===== config.mk =====
export PLATFORM = sky130hd
export DESIGN_NAME = i2c_hs_target
export DESIGN_NICKNAME = d
export VERILOG_FILES = /design/src/rtl/i2c_hs_pkg.sv /design/src/rtl/i2c_hs_glitch.sv /design/src/rtl/i2c_hs_cond.sv /design/src/rtl/i2c_hs_regs.sv /design/src/rtl/i2c_hs_target.sv
export SDC_FILE = /design/constraint.sdc
export NUM_CORES = 1
export LEC_CHECK = 0
export BUFFER_PORTS_ARGS = -buffer_cell sky130_fd_sc_hd__buf_2
export CAP_MARGIN = 15
export CORE_ASPECT_RATIO = 0.7
export CORE_UTILIZATION = 50
export DETAILED_ROUTE_END_ITERATION = 6
export GPL_ROUTABILITY_DRIVEN = 0
export PLACE_DENSITY = 0.66
export SETUP_SLACK_MARGIN = 0.3
export SYNTH_ARGS = -nofsm -noshare
export SYNTH_HDL_FRONTEND = slang
export SYNTH_HIERARCHICAL = 1
export SYNTH_SLANG_ARGS = --single-unit

===== constraint.sdc =====
create_clock -name clk -period 4.8 [get_ports clk]
set_clock_uncertainty 0.15 [all_clocks]
set_input_delay 0.96 -clock clk [delete_from_list [all_inputs] [get_ports clk]]
set_output_delay 0.96 -clock clk [all_outputs]
set_load 0.01 [all_outputs]

===== src/rtl/i2c_hs_pkg.sv =====
package i2c_hs_pkg;
  typedef enum logic [2:0] {
    PH_IDLE, PH_ADDR, PH_REG, PH_WDATA, PH_RDATA, PH_SKIP
  } phase_t;

  function automatic logic is_hs_code(input logic [7:0] b);
    return b[7:3] == 5'b00001;
  endfunction

  function automatic logic addr_hit(input logic [7:0] b, input logic [6:0] tgt);
    return b[7:1] == tgt;
  endfunction
endpackage


===== src/rtl/i2c_hs_glitch.sv =====
module i2c_hs_glitch #(
  parameter int SLOW = 4,
  parameter int FAST = 1
) (
  input  logic clk,
  input  logic rst_n,
  input  logic fast,
  input  logic raw,
  output logic filt
);
  localparam int CW = $clog2(SLOW + 1);
  logic [1:0]    sync;
  logic [CW-1:0] cnt;
  logic [CW-1:0] lim;

  assign lim = fast ? CW'(FAST - 1) : CW'(SLOW - 1);

  always_ff @(posedge clk or negedge rst_n) begin
    if (!rst_n) begin
      sync <= 2'b11;
      cnt  <= '0;
      filt <= 1'b1;
    end else begin
      sync <= {sync[0], raw};
      if (sync[1] == filt) cnt <= '0;
      else if (cnt >= lim) begin
        filt <= sync[1];
        cnt  <= '0;
      end else cnt <= cnt + 1'b1;
    end
  end

  // Filtered level only moves toward the synchronized input
  assert_filter_follows_R10: assert property (@(posedge clk) disable iff (!rst_n)
    !$stable(filt) |-> ($past(sync[1]) == filt));
endmodule


===== src/rtl/i2c_hs_cond.sv =====
module i2c_hs_cond (
  input  logic clk,
  input  logic rst_n,
  input  logic scl,
  input  logic sda,
  output logic start_evt,
  output logic stop_evt,
  output logic scl_rise,
  output logic scl_fall
);
  logic scl_q, sda_q;

  always_ff @(posedge clk or negedge rst_n) begin
    if (!rst_n) begin
      scl_q <= 1'b1;
      sda_q <= 1'b1;
    end else begin
      scl_q <= scl;
      sda_q <= sda;
    end
  end

  assign start_evt = scl && scl_q && sda_q && !sda;
  assign stop_evt  = scl && scl_q && !sda_q && sda;
  assign scl_rise  = scl && !scl_q;
  assign scl_fall  = !scl && scl_q;
endmodule


===== src/rtl/i2c_hs_regs.sv =====
module i2c_hs_regs #(
  parameter int NUM_REGS = 4
) (
  input  logic       clk,
  input  logic       rst_n,
  input  logic       we,
  input  logic [7:0] ptr,
  input  logic [7:0] wdata,
  output logic [7:0] rdata
);
  localparam int IW = (NUM_REGS > 1) ? $clog2(NUM_REGS) : 1;
  localparam logic [7:0] NREG = 8'(NUM_REGS);
  logic [7:0] mem [NUM_REGS];
  logic       mapped;

  assign mapped = ptr < NREG;
  assign rdata  = mapped ? mem[ptr[IW-1:0]] : 8'h00;

  always_ff @(posedge clk or negedge rst_n) begin
    if (!rst_n) begin
      for (int i = 0; i < NUM_REGS; i++) mem[i] <= 8'h00;
    end else if (we && mapped) begin
      mem[ptr[IW-1:0]] <= wdata;
    end
  end
endmodule


===== src/rtl/i2c_hs_target.sv =====
module i2c_hs_target #(
  parameter logic [6:0] TGT_ADDR  = 7'h42,
  parameter int         NUM_REGS  = 4,
  parameter int         FILT_SLOW = 4,
  parameter int         FILT_FAST = 1
) (
  input  logic clk,
  input  logic rst_n,
  input  logic scl_i,
  input  logic sda_i,
  output logic sda_pull,
  output logic hs_mode
);
  import i2c_hs_pkg::*;

  logic [1:0] raw, filt;
  assign raw = {sda_i, scl_i};

  for (genvar g = 0; g < 2; g++) begin : g_filt
    i2c_hs_glitch #(.SLOW(FILT_SLOW), .FAST(FILT_FAST)) u_glitch (
      .clk(clk), .rst_n(rst_n), .fast(hs_mode), .raw(raw[g]), .filt(filt[g]));
  end

  logic start_evt, stop_evt, scl_rise, scl_fall;
  i2c_hs_cond u_cond (
    .clk(clk), .rst_n(rst_n), .scl(filt[0]), .sda(filt[1]),
    .start_evt(start_evt), .stop_evt(stop_evt),
    .scl_rise(scl_rise), .scl_fall(scl_fall));

  phase_t     phase, nxt_q, nxt_c;
  logic [3:0] bit_cnt;
  logic [7:0] shreg, tx, ptr, rdata;
  logic       ack_slot, hs_chk, give_ack;
  logic       byte_done, hs_code_evt, wr_en;

  assign byte_done   = scl_fall && !ack_slot && bit_cnt == 4'd8 && phase != PH_IDLE;
  assign hs_code_evt = byte_done && phase == PH_ADDR && hs_chk && is_hs_code(shreg);
  assign wr_en       = byte_done && phase == PH_WDATA;

  always_comb begin
    give_ack = 1'b0;
    nxt_c    = PH_SKIP;
    case (phase)
      PH_ADDR: if (!hs_code_evt && addr_hit(shreg, TGT_ADDR)) begin
        give_ack = 1'b1;
        nxt_c    = shreg[0] ? PH_RDATA : PH_REG;
      end
      PH_REG:   begin give_ack = 1'b1; nxt_c = PH_WDATA; end
      PH_WDATA: give_ack = 1'b1;
      default:  ;
    endcase
  end

  i2c_hs_regs #(.NUM_REGS(NUM_REGS)) u_regs (
    .clk(clk), .rst_n(rst_n), .we(wr_en), .ptr(ptr), .wdata(shreg), .rdata(rdata));

  always_ff @(posedge clk or negedge rst_n) begin
    if (!rst_n) begin
      phase    <= PH_IDLE;
      nxt_q    <= PH_IDLE;
      bit_cnt  <= '0;
      shreg    <= '0;
      tx       <= '0;
      ptr      <= '0;
      ack_slot <= 1'b0;
      hs_chk   <= 1'b0;
      hs_mode  <= 1'b0;
      sda_pull <= 1'b0;
    end else if (stop_evt) begin
      phase    <= PH_IDLE;
      hs_mode  <= 1'b0;
      bit_cnt  <= '0;
      ack_slot <= 1'b0;
      sda_pull <= 1'b0;
    end else if (start_evt) begin
      phase    <= PH_ADDR;
      hs_chk   <= !hs_mode;
      bit_cnt  <= '0;
      ack_slot <= 1'b0;
      sda_pull <= 1'b0;
    end else if (phase != PH_IDLE) begin
      if (scl_rise && !ack_slot) begin
        shreg   <= {shreg[6:0], filt[1]};
        bit_cnt <= bit_cnt + 4'd1;
      end
      if (byte_done) begin
        ack_slot <= 1'b1;
        hs_chk   <= 1'b0;
        sda_pull <= give_ack;
        nxt_q    <= nxt_c;
        if (hs_code_evt) hs_mode <= 1'b1;
        if (phase == PH_REG) ptr <= shreg;
      end else if (scl_fall && ack_slot) begin
        ack_slot <= 1'b0;
        bit_cnt  <= '0;
        phase    <= nxt_q;
        if (nxt_q == PH_RDATA) begin
          tx       <= rdata;
          sda_pull <= !rdata[7];
        end else sda_pull <= 1'b0;
      end else if (scl_fall && phase == PH_RDATA && bit_cnt != 4'd0) begin
        sda_pull <= !tx[3'd7 - bit_cnt[2:0]];
      end
    end
  end

  // The high-speed code is never acknowledged
  assert_hs_no_ack_R5: assert property (@(posedge clk) disable iff (!rst_n)
    hs_code_evt |=> !sda_pull);
  // Recognizing the code raises the mode flag
  assert_hs_enter_R6: assert property (@(posedge clk) disable iff (!rst_n)
    hs_code_evt |=> hs_mode);
  // A repeated start keeps high-speed mode
  assert_hs_keep_R7: assert property (@(posedge clk) disable iff (!rst_n)
    (start_evt && hs_mode) |=> hs_mode);
  // A stop always leaves high-speed mode
  assert_stop_exit_R8: assert property (@(posedge clk) disable iff (!rst_n)
    stop_evt |=> !hs_mode);
  // SDA is released while no transfer is in progress
  assert_idle_release_R1: assert property (@(posedge clk) disable iff (!rst_n)
    (phase == PH_IDLE) |-> !sda_pull);
  // Read data moves only on a falling SCL edge or at a condition
  assert_read_on_low_R3: assert property (@(posedge clk) disable iff (!rst_n)
    (phase == PH_RDATA && !scl_fall && !start_evt && !stop_evt) |=> $stable(sda_pull));
endmodule


; ---- After elaboration in Yosys (flattened, before gate mapping)
; Index checks and enable logic that the tools add are counted.
[classes]
add_sub_neg = 4
order_cmp = 6
n_eq_ne = 12
mux = 50
n_bitwise = 6
n_reduce_logical = 53
[op_table]
columns = op, n
row1 = 3-bit 2-to-1 mux, 11
row2 = 32-bit bitwise mux, 1
row3 = 8-bit 2-to-1 mux, 4
row4 = 4-bit 2-to-1 mux, 6
row5 = 1-bit 2-to-1 mux, 22
row6 = 1-bit logical AND, 21
row7 = 8-bit binary-select mux with 2-bit select, 1
row8 = 8-bit demux with 2-bit select, 1
row9 = 4-bit AND reduction, 3
row10 = 2-bit nonzero test, 5
row11 = 1-bit zero test, 9
row12 = 3-bit nonzero test, 3
row13 = "8-bit by 3-bit < comparator with 1-bit output, second input constant", 1
row14 = 2-bit AND reduction, 4
row15 = 4-bit nonzero test, 2
row16 = "7-bit equality test, second input constant", 1
row17 = "3-bit by 1-bit adder with 3-bit output, second input constant", 2
row18 = "3-bit by 2-bit equality test with 1-bit output, second input constant", 2
row19 = "3-bit equality test, second input constant", 2
row20 = 3-bit greater-or-equal comparator, 2
row21 = 3-bit one-hot mux with 2 select lines, 1
row22 = 3-bit AND reduction, 2
row23 = 6-bit AND reduction, 1
row24 = "5-bit by 1-bit equality test with 1-bit output, second input constant", 1
row25 = 18 further kinds, 23
[totals]
reg_bits = 84
wordCells = 153

; ---- Longest topological paths before layout
; Gate-level depths: netlist of run 1.
[logic_depth]
word_depth = 16
ltp_mapped = 9

; ---- By module
; The synthesis of run 1 kept the hierarchy.
[by_module_without_submodules]
columns = module, instances, cells_per_inst, area_each_um2
row1 = i2c_hs_target, 1, 157, 1800.5
row2 = i2c_hs_regs, 1, 91, 1542.7
row3 = i2c_hs_glitch, 2, 18, 276.5
row4 = i2c_hs_cond, 1, 6, 87.6

; ---- Least setup slack after synthesis of run 1
; No wires, ideal clock.
[synth_timing]
kind = register to register
from = register bit_cnt[0]
to = register u_regs/mem[16] (netlist name)
setup_time_ns = 0.125
arrival_ns = 2.058
required_time_ns = 4.525
slack_ns = 2.467
path_stages_with_launch = 10
synth_period_minus_slack_ns = 2.333
path_cell_list = dfrtp_1 -> buf_6 -> inv_1 -> ha_1 -> nand3b_1 -> nor2_1 -> and3_1 -> nor3b_4 -> nand4b_2 -> mux2_2
[synth_between]
elab_chain_len = 5
[synth_lines]
columns = element, line_no
row1 = from (decl), i2c_hs_target.sv:31  ; logic [3:0] bit_cnt;
row2 = from (signal assigned), i2c_hs_target.sv:84  ; bit_cnt <= bit_cnt + 4'd1;
row3 = 4-bit equality test, i2c_hs_target.sv:36  ; assign byte_done = scl_fall && !ack_slot && bit_cnt == 4'd8 && phase != PH_IDLE;
row4 = 1-bit logical AND (2 in a row), i2c_hs_target.sv:36
row5 = 1-bit logical AND, i2c_hs_target.sv:38  ; assign wr_en = byte_done && phase == PH_WDATA;
row6 = via wr_en, i2c_hs_target.sv:34  ; logic byte_done, hs_code_evt, wr_en;
row7 = 1-bit logical AND, i2c_hs_regs.sv:22  ; end else if (we && mapped) begin
row8 = "to (signal, indexed assignment)", i2c_hs_regs.sv:23  ; mem[ptr[IW-1:0]] <= wdata;
row9 = to (decl), i2c_hs_regs.sv:13  ; logic [7:0] mem [NUM_REGS];
; The timed path passes the listed nets, and every way through them passes these cells.
; A chain may end at the register's enable or synchronous reset.

; ---- Worst setup path in the final report of run 1
[layout_timing]
from = register bit_cnt[0]
to = register u_regs/mem[23] (netlist name)
; The elaborated chain is that of the path after synthesis.

==> flow_summary.toml, run 1 <==
[pwr]
static-leakage-power_nw = 2.18
power_per_cell_area_nw_per_um2 = 449
power.combinational.fraction_pct = 17.5
max-vdd-ir-drop_v = 0.000274
p_clk_share_pct = 35.9
power.switching_mw = 0.559
seq_power_share_pct = 46.6
p_int_mw = 1.41
netSwitchingFraction_pct = 28.3
report.power.total_mw = 1.97

[cells_and_area]
post-route-cell-area_sq_um = 4390
post_route_cells_drive_above_1_share_pct = 38.9
cell_count_final_fillers_out = 401
multi_input_area_sq_um = 1780
final_core_utilization_pct = 58.5
n_fill_cell = 603
design.final.nets = 310
syn_to_final_growth_pct = 10.3
layout.area.seq_sq_um = 2110
n_antenna_cell = 0

[yosys]
syn_inst = 290
synth.net_count = 302
primary_flip_flop_cell_chosen_by_synthesis_mapping = "dfrtp_1"
synth_seq_cells = 84
synth.yosys.seq_area_share_pct = 53.0
most_used_standard_cell_by_instance_count_after_synthesis = "dfrtp_1"
distinct_cells_synth = 52
top_cells_by_area_synth = "dfrtp_1 48%, mux2_2 16%, dfstp_2 5.3%"
yosys-top-cells-count = "76 x dfrtp_1, 55 x mux2_2, 14 x nor2_1, 13 x nand2_1"
synth_warnings = 6
netlist.area_leader.share_pct = 47.7
synth_top_cell_by_area = "dfrtp_1"
synth_area_per_inst_sq_um = 13.7
mappedNetlistArea_sq_um = 3980
async_flop_share_pct = 100
number_of_flops_mapped_to_enable_cells_by_yosys = 0

[grt]
vias_in_the_first_global_route = 2366
gr-total-overflow = 0
grt_antenna_before_repair = 0
grt_first_pass_wirelength_um = 12700
grt_usage_pct = 20.8
grt_start_max_net_pins = 85

[die]
coreArea_sq_um = 7510
effective_utilization_at_floorplan_pct = 53.0
die_w_um = 109
row_count = 26
floorplan.die.height_um = 76.7
ios = 6
fp.dieArea_sq_um = 8330

[detailed_routing]
routed_wire_length_per_instance_um = 18.3
routedLengthMet1_um = 3900
route.top_layer_used = "met4"
antenna_violating_nets_post_route = 0
num_vias = 2314
met2_wirelength_um = 3130
drt_pass1_iterations = 4
drc = 0
drt_iter0_markers = 175
met3_routed_wl_um = 232
totalWireLength_um = 7340
vias_per_cell = 5.77

[sta]
maxSlewHeadroom_pct = 30.4
layout_min_cycle_time_ps = 2630
maxClockFrequency_mhz = 381
setup_repair_after_global_routing_missed_its_margin = "false"
setup-violations-final = 0
worst_slew_pin_tran_ps = 1040
hold_viol_final = 0
min_period_over_period_pct = 54.7
final_max_slew_viol_count = 0
setup_total_negative_slack_ps = 0

[clock_tree]
cts.hold.buffers_added = 0
cts_root_buf = "clkbuf_16"
clock_latency_ps = 330
clkTransAtPathRegs_ps = 60
post-cts-setup-buffer-count = 0
cts_repair_resize_count = 0
cts_sinks = 84
cts_tree = "yes"
ctsHtreeMaxLevel = 3
cts_made_buffers = 9
max-clock-path-buffers = 2

[setup_path]
worst_ep_arrival_time_ps = 2700
critPathKind = "flop to flop"
required_ps = 4870
cp_max_fo = 8
start_kind = "flop"
critical-path-slowest-cell = "dfrtp_1"
crit_path_cell_trace = "inv_1 -> ha_1 -> nand3b_1 -> nor2_1 -> and3_1 -> nor3b_4 -> nand4b_2 -> mux2_2"
critPathCaptureType = "flop"
regToRegSetupSlack_ps = 2170
critPathMaxStageDelay_ps = 480

[flow_run]
cap_viol_max_count = 0

[placement]
detailed_place.area_sq_um = 4080
dpl.cell_count = 385
hpwl_detailed_um = 5080
port_buffers = 5

[outcome]
outcome = "finished clean"

[min_path]
worst_hold_path_type = "flop to flop"
## cells in the final DEF (no fill, tap or decap), types with 4 or more instances in the layout
| cell type | count |
|---|---|
| dfrtp_1 | 76 |
| mux2_2 | 55 |
| nor2_1 | 14 |
| nand2_1 | 13 |
| inv_1 | 10 |
| and3_2 | 10 |
| a21oi_1 | 9 |
| mux4_2 | 9 |
| clkbuf_16 | 9 |
| ha_1 | 8 |
| dfstp_2 | 8 |
| and3_1 | 6 |
| mux2i_1 | 4 |
| o21ai_0 | 4 |
| buf_2 | 4 |
## final cells by class
| class | count | area share (%) |
|---|---|---|
| flip-flops and latches | 84 | 48.1 |
| multi-input cells | 188 | 40.5 |
| clock buffers | 13 | 6.15 |
| well taps | 98 | 2.79 |
| clock inverters | 3 | 0.997 |
| inverters | 10 | 0.854 |
| repair buffers | 5 | 0.626 |
## per-layer routing
layer | up-vias | global-route usage, %
met2 | 34 | 27.3
met1 | 1190 | 32.6
li1 | 1084 | -
met5 | - | 0
met3 | 6 | 5.87
met4 | 0 | 6.49
## worst paths after layout
path	start	end	cells after the start
min	g_filt[0].u_glitch/sync[0]	g_filt[0].u_glitch/sync[1]	0
max	bit_cnt[0]	u_regs/mem[23]	8
max in group asynchronous	rst_n	shreg[4]	1
min in group asynchronous	rst_n	u_regs/mem[15]	1
min reg2reg	g_filt[0].u_glitch/sync[0]	g_filt[0].u_glitch/sync[1]	0
max reg2reg	bit_cnt[0]	u_regs/mem[23]	8
## cell families (layout without fill, tap and decap cells)
family | Yosys count | count (layout) | share of synthesized area, %
flops | 84 | 84 | 53.0
fa+ha+maj | 8 | 8 | 2.51
buf+inv | 18 | 31 | 2.29
mux | 71 | 71 | 22.8
xor+xnor | 2 | 2 | 0.440
simple gates | 81 | 81 | 14.2
compound gates | 26 | 26 | 4.74
## sequential cells by signal, summed over array words and instances (netlist names), 2 cells and up
signal / flops
g_filt.u_glitch/sync: 4
ptr: 8
tx: 8
u_regs/mem: 32
nxt_q: 3
phase: 3
g_filt.u_glitch/cnt: 6
shreg: 8
bit_cnt: 4
g_filt.u_glitch/filt: 2
## through the flow
stage	setup WS (ps)	hold WS, ps
2_1_floorplan	2470	195
3_3_place_gp	2220	196
3_5_place_dp	2180	198
4_1_cts	2170	207
5_1_grt	1980	213
6_report	2170	206
## worst max-delay path, delay by kind of cell, from the launching register on
| kind | cells | cell delay [ps] |
|---|---|---|
| flip-flops | 1 | 480 |
| adder cells (fa/ha/maj) | 1 | 160 |
| multiplexers | 1 | 380 |
| buffers and inverters | 1 | 90 |
| AND/OR/NAND/NOR | 5 | 1250 |
## power groups by stage
stage | Clock (mW) | Sequential, mW | Combinational [mW]
6_report | 0.709 | 0.918 | 0.345
5_1_grt | 0.760 | 0.939 | 0.390
3_3_place_gp | 0 | 0.927 | 0.335
2_1_floorplan | 0 | 0.883 | 0.293
3_5_place_dp | 0 | 0.931 | 0.343
4_1_cts | 0.726 | 0.919 | 0.348
Power figures use the tool's default switching activity.
==> run 2: changes to the inputs <==
--- a/config.mk
+++ b/config.mk
@@ -5,13 +5,14 @@
 export SDC_FILE = /design/constraint.sdc
 export NUM_CORES = 1
 export LEC_CHECK = 0
+export ABC_AREA = 1
 export BUFFER_PORTS_ARGS = -buffer_cell sky130_fd_sc_hd__buf_2
 export CAP_MARGIN = 15
 export CORE_ASPECT_RATIO = 0.7
 export CORE_UTILIZATION = 50
 export DETAILED_ROUTE_END_ITERATION = 6
 export GPL_ROUTABILITY_DRIVEN = 0
-export PLACE_DENSITY = 0.66
+export PLACE_DENSITY = 0.68
 export SETUP_SLACK_MARGIN = 0.3
 export SYNTH_ARGS = -nofsm -noshare
 export SYNTH_HDL_FRONTEND = slang
==> constraint.sdc (replaced) <==
create_clock -name clk -period 2.3 [get_ports clk]
set_clock_uncertainty 0.15 [all_clocks]
set_input_delay 0.46 -clock clk [delete_from_list [all_inputs] [get_ports clk]]
set_output_delay 0.46 -clock clk [all_outputs]
set_load 0.01 [all_outputs]
==> flow_summary.toml, run 2 <==
[yosys]
synth.area.mux_share_pct = 2.18
yosys.area_share.simple_pct = 33.5
most_used_standard_cell_by_instance_count_after_synthesis = "nand2_1"
primary_flip_flop_cell_chosen_by_synthesis_mapping = "dfrtp_1"
synth_top_cell_by_area = "dfrtp_1"
number_of_flops_mapped_to_enable_cells_by_yosys = 0
synth_xor_area_share_pct = 0.212
synth-compound-area-share_pct = 4.75
synthAdderAreaFrac_pct = 2.42
syn_inst = 490
synth.yosys.seq_area_share_pct = 51.1
netlist.area_leader.share_pct = 46.0
top_cells_by_area_synth = "dfrtp_1 46%, nand2_1 16%, nand4_1 5.5%"
distinct_cells_synth = 33
mappedNetlistArea_sq_um = 4130
synth_warnings = 6
synth_area_per_inst_sq_um = 8.43
yosys-top-cells-count = "180 x nand2_1, 76 x dfrtp_1, 42 x nor2_1, 39 x inv_1, 36 x nand4_1"
async_flop_share_pct = 100
combinational_family_with_the_most_area_after_synthesis = "simple AND/OR/NAND/NOR gates"
synth_seq_cells = 84
synth.net_count = 502

[die]
row_count = 27
coreArea_sq_um = 7940
floorplan.die.height_um = 78.1
ios = 6
effective_utilization_at_floorplan_pct = 52.0
die_w_um = 111
fp.dieArea_sq_um = 8640

[setup_path]
worst_ep_arrival_time_ps = 2060
regToRegSetupSlack_ps = 320
required_ps = 2380
critPathCaptureType = "flop"
cp_max_fo = 8
critPathMaxStageDelay_ps = 540
critical-path-slowest-cell = "dfstp_2"
crit_path_cell_trace = "inv_2 -> nor2_4 -> inv_2 -> nor2_4 -> nand3_4 -> nor3_4 -> buf_12 -> buf_12 -> nand3_4 -> nand2_2 -> nand2_2"
cp_num_buf_inv = 4
critPathKind = "flop to flop"
path_delay_family = "simple AND/OR/NAND/NOR gates"
start_kind = "flop"

[cells_and_area]
n_antenna_cell = 0
largest_register_ffs = 32
post_route_cells_drive_above_1_share_pct = 24.0
final_core_utilization_pct = 63.7
max_flop_register = "u_regs/mem"
post-route-cell-area_sq_um = 5060
n_fill_cell = 638
layout.cells.most_common_list = "166 x nand2_1, 76 x dfrtp_1, 36 x nor2_1, 36 x nand4_1, 34 x inv_1"
design.final.nets = 544
syn_to_final_growth_pct = 22.5
mostFrequentLayoutCell = "nand2_1"

[placement]
pre_cts_slack_ps = 71.7
port_buffers = 5
detailed_place.area_sq_um = 4320
hpwl_detailed_um = 6230

[pwr]
power_per_cell_area_nw_per_um2 = 746
static-leakage-power_nw = 2.60
max-vdd-ir-drop_v = 0.000624

[grt]
grt_first_pass_wirelength_um = 15900
grt_start_max_net_pins = 54
vias_in_the_first_global_route = 3269
grt_antenna_before_repair = 0
grt_usage_pct = 23.7
gr-total-overflow = 0

[sta]
maxSlewHeadroom_pct = 70.7
final_max_slew_viol_count = 0
setup_total_negative_slack_ps = 0
maxClockFrequency_mhz = 504
post_layout_worst_setup_margin_ps = 316
layout_min_cycle_time_ps = 1980
hold_viol_final = 0
setup-violations-final = 0
setup_repair_after_global_routing_missed_its_margin = "true"
worst_slew_pin_tran_ps = 440
min_period_over_period_pct = 86.3

[clock_tree]
max-clock-path-buffers = 2
cts_root_buf = "clkbuf_16"
cts_tree = "yes"
ctsHtreeMaxLevel = 3
cts_made_buffers = 9
cts_sinks = 84
clock_latency_ps = 340
clkTransAtPathRegs_ps = 60

[detailed_routing]
num_vias = 3389
drt_pass1_iterations = 7
antenna_violating_nets_post_route = 0
vias_per_cell = 5.31
totalWireLength_um = 9290
drt_iter0_markers = 243
routed_wire_length_per_instance_um = 14.6
drc = 0

[outcome]
outcome = "finished clean"

[min_path]
worst_hold_path_type = "input pin to flop"

[flow_run]
cap_viol_max_count = 0
## run 2: logic make-up after synthesis
| kind of cell | count (synthesis) |
|---|---|
| flip-flops | 84 |
| AO/OA/AOI/OAI | 30 |
| multiplexers | 8 |
| AND/OR/NAND/NOR | 305 |
| buffers and inverters | 54 |
| XOR/XNOR | 1 |
| adder cells (fa/ha/maj) | 8 |
## run 2: final timing paths
kind | startpoint | to | depth (start not counted)
min in group asynchronous | rst_n | u_regs/mem[24] | 2
hold / removal | sda_i | g_filt[1].u_glitch/sync[0] | 1
setup / recovery | u_cond/scl_q | u_regs/mem[9] | 11
hold reg to reg | g_filt[0].u_glitch/sync[0] | g_filt[0].u_glitch/sync[1] | 0
max in group asynchronous | rst_n | g_filt[0].u_glitch/sync[1] | 3
setup reg to reg | u_cond/scl_q | u_regs/mem[9] | 11
## run 2: cell type report
cell class	count	area, sq um	share of cell area [%]
flip-flops and latches	84	2110	41.7
clock inverters	5	77.6	1.53
well taps	101	126	2.50
multi-input cells	352	1920	37.9
repair buffers	44	437	8.63
inverters	41	158	3.12
clock buffers	11	233	4.60
## run 2: routing by layer
layer	part of all wire, %	global-route usage (%)
met5	0	0
met4	1.6	6.00
met3	5.5	7.57
met2	44	35.3
met1	49	33.6
## run 2: report_power, final
part / internal (mW) / leakage [nW] / switching (mW)
combinational: 0.252 / 1.31 / 0.341
clock: 0.947 / 0.150 / 0.556
sequential: 1.60 / 1.14 / 0.0807
## run 2: timing repair
action | in CTS | in global routing
gates cloned | 2 | 0
hold endpoints to repair | 31 | 0
hold buffers | 1 | 0
endpoints found under the setup margin | 49 | 54
pin swaps | 3 | 11
buffers inserted | 6 | 18
gates resized for setup | 19 | 26
## run 2: stage by stage
step / power [mW] / hold WS (ps) / cells
floorplan: 1.98 / 14.4 / 490
global placement: 2.11 / 196 / 595
detailed placement: 2.15 / 197 / 595
CTS: 3.71 / 53.6 / 620
global route: 3.95 / 50.4 / 638
finish: 3.77 / 65.1 / 638
==> run 3: changes to the inputs <==
--- a/config.mk
+++ b/config.mk
@@ -9,10 +9,9 @@
 export BUFFER_PORTS_ARGS = -buffer_cell sky130_fd_sc_hd__buf_2
 export CAP_MARGIN = 15
 export CORE_ASPECT_RATIO = 0.7
-export CORE_UTILIZATION = 50
+export CORE_UTILIZATION = 47
 export DETAILED_ROUTE_END_ITERATION = 6
 export GPL_ROUTABILITY_DRIVEN = 0
-export PLACE_DENSITY = 0.68
 export SETUP_SLACK_MARGIN = 0.3
 export SYNTH_ARGS = -nofsm -noshare
 export SYNTH_HDL_FRONTEND = slang
==> constraint.sdc (replaced) <==
create_clock -name clk -period 1.98 [get_ports clk]
set_clock_uncertainty 0.15 [all_clocks]
set_input_delay 0.396 -clock clk [delete_from_list [all_inputs] [get_ports clk]]
set_output_delay 0.396 -clock clk [all_outputs]
set_load 0.01 [all_outputs]
==> flow_summary.toml, run 3 (same netlist as run 2, synthesis figures left out) <==
[outcome]
outcome = "finished clean"

[setup_path]
reg2regPathDepth = 11
r2r_end = "ptr[6]"
worst_ep_arrival_time_ps = 2050
required_ps = 2060
critPathKind = "flop to flop"
start_kind = "flop"
startpoint = "u_cond/scl_q"
regToRegSetupSlack_ps = 7
crit-reg2reg-launch = "u_cond/scl_q"
crit_end = "ptr[6]"
critPathCaptureType = "flop"
cp_max_fo = 4

[clock_tree]
cts_tree = "yes"
clkTransAtPathRegs_ps = 60
cts_root_buf = "clkbuf_16"
cts_sinks = 84
max-clock-path-buffers = 2
clock_latency_ps = 340
cts_made_buffers = 9
ctsHtreeMaxLevel = 3

[sta]
setup_repair_after_global_routing_missed_its_margin = "true"
maxClockFrequency_mhz = 507
hold_viol_final = 0
worst_slew_pin_tran_ps = 394
setup-violations-final = 0
layout_min_cycle_time_ps = 1970
hold-worst-slack_ps = 206
setup_total_negative_slack_ps = 0
final_max_slew_viol_count = 0
min_period_over_period_pct = 99.6
maxSlewHeadroom_pct = 73.6
post_layout_worst_setup_margin_ps = 7.37

[die]
fp.dieArea_sq_um = 9170
die_w_um = 114
effective_utilization_at_floorplan_pct = 48.7
ios = 6
floorplan.die.height_um = 80.4
row_count = 28
coreArea_sq_um = 8480

[cells_and_area]
n_fill_cell = 729
post_route_cells_drive_above_1_share_pct = 33.0
max_flop_register = "u_regs/mem"
design.final.nets = 556
syn_to_final_growth_pct = 30.1
n_antenna_cell = 0
layout.area.seq_sq_um = 2120
final_core_utilization_pct = 63.4
largest_register_ffs = 32
multi_input_area_sq_um = 2060
mostFrequentLayoutCell = "nand2_1"
layout.cells.most_common_list = "147 x nand2_1, 73 x dfrtp_1, 36 x nand4_1, 36 x buf_4, 31 x nand2_2"

[placement]
port_buffers = 5
pre_cts_slack_ps = -27.5
hpwl_detailed_um = 6790

[detailed_routing]
antenna_violating_nets_post_route = 0
drt_pass1_iterations = 4
drc = 0
num_vias = 3463
routed_wire_length_per_instance_um = 15.5
vias_per_cell = 5.18
totalWireLength_um = 10400
drt_iter0_markers = 229

[grt]
grt_first_pass_wirelength_um = 17000
grt_antenna_before_repair = 0
grt_start_max_net_pins = 48
grt_usage_pct = 24.7
gr-total-overflow = 0
vias_in_the_first_global_route = 3299

[pwr]
power.switching_mw = 1.21
netSwitchingFraction_pct = 26.6
max-vdd-ir-drop_v = 0.000623
power_per_cell_area_nw_per_um2 = 844
p_clk_share_pct = 39.9
seq_power_share_pct = 42.7
p_int_mw = 3.33
report.power.total_mw = 4.54
static-leakage-power_nw = 2.72
power.combinational.fraction_pct = 17.3

[min_path]
min_path_cells = 0
worst_hold_path_type = "flop to flop"

[flow_run]
cap_viol_max_count = 0
## run 3: cell types whose count changed in the layout (fill, tap and decap cells not counted), sizes merged
cell         before  now
dlygate4sd3       1    3
clkbuf           11   12
buf              43   51
clkinvlp          2    0
clkinv            2    5
## run 3: worst min-delay path by stage
| stage | to | slack [ps] | startpoint |
|---|---|---|---|
| final | g_filt[1].u_glitch/sync[1] | 210 | g_filt[1].u_glitch/sync[0] |
| after global routing | g_filt[0].u_glitch/sync[1] | 210 | g_filt[0].u_glitch/sync[0] |
| after CTS | g_filt[1].u_glitch/sync[1] | 210 | g_filt[1].u_glitch/sync[0] |
| after detailed placement | u_regs/mem[20] | 140 | rst_n |
| after global placement | u_regs/mem[20] | 130 | rst_n |
| after floorplan | ack_slot | -50 | rst_n |
## run 3: power groups by stage
stage / Sequential [mW] / Clock [mW] / Combinational (mW)
after floorplan: 1.97 / 0 / 0.374
after global placement: 1.97 / 0 / 0.586
after detailed placement: 1.97 / 0 / 0.610
after CTS: 1.93 / 1.85 / 0.695
after global routing: 1.95 / 1.92 / 0.885
final: 1.94 / 1.81 / 0.786
## run 3: routing by layer
metal / GRT usage [%] / vias to the layer above / wire length [um]
met2: 36.0 / 78 / 4520
met3: 5.96 / 7 / 745
met5: 0 / - / 0
met4: 6.49 / 0 / 69
li1: - / 1707 / -
met1: 36.5 / 1671 / 5070
## run 3: what timing repair did
action,4_1_cts,5_1_grt
cloned,2,2
hold buffers,3,0
setup endpoints to repair,67,70
endpoints found under the hold margin,18,0
pin swaps,11,11
buffers inserted,18,5
resized for setup,33,53
## run 3: metrics by stage
step                std cells  cell area (sq um)
floorplan                 490               4250
global placement          623               4510
detailed placement        623               4510
CTS                       662               5120
global route              669               5370
finish                    669               5370
## run 3: final cells by class
class	instances	area share [%]
well taps	120	2.79
flip-flops and latches	84	39.4
clock inverters	6	1.63
clock buffers	10	4.45
repair buffers	56	10.5
inverters	41	2.91
multi-input cells	352	38.4
## run 3: worst max-delay path, stage by stage (launching register included)
cell       delay, ps
dfstp_2          540
inv_2             40
nor2_4            90
inv_2             60
nor2_4           120
nand3_4          100
buf_6            130
nor2_4           130
nand4_4          170
clkbuf_16        220
nand2_2           60
o21ai_2           50
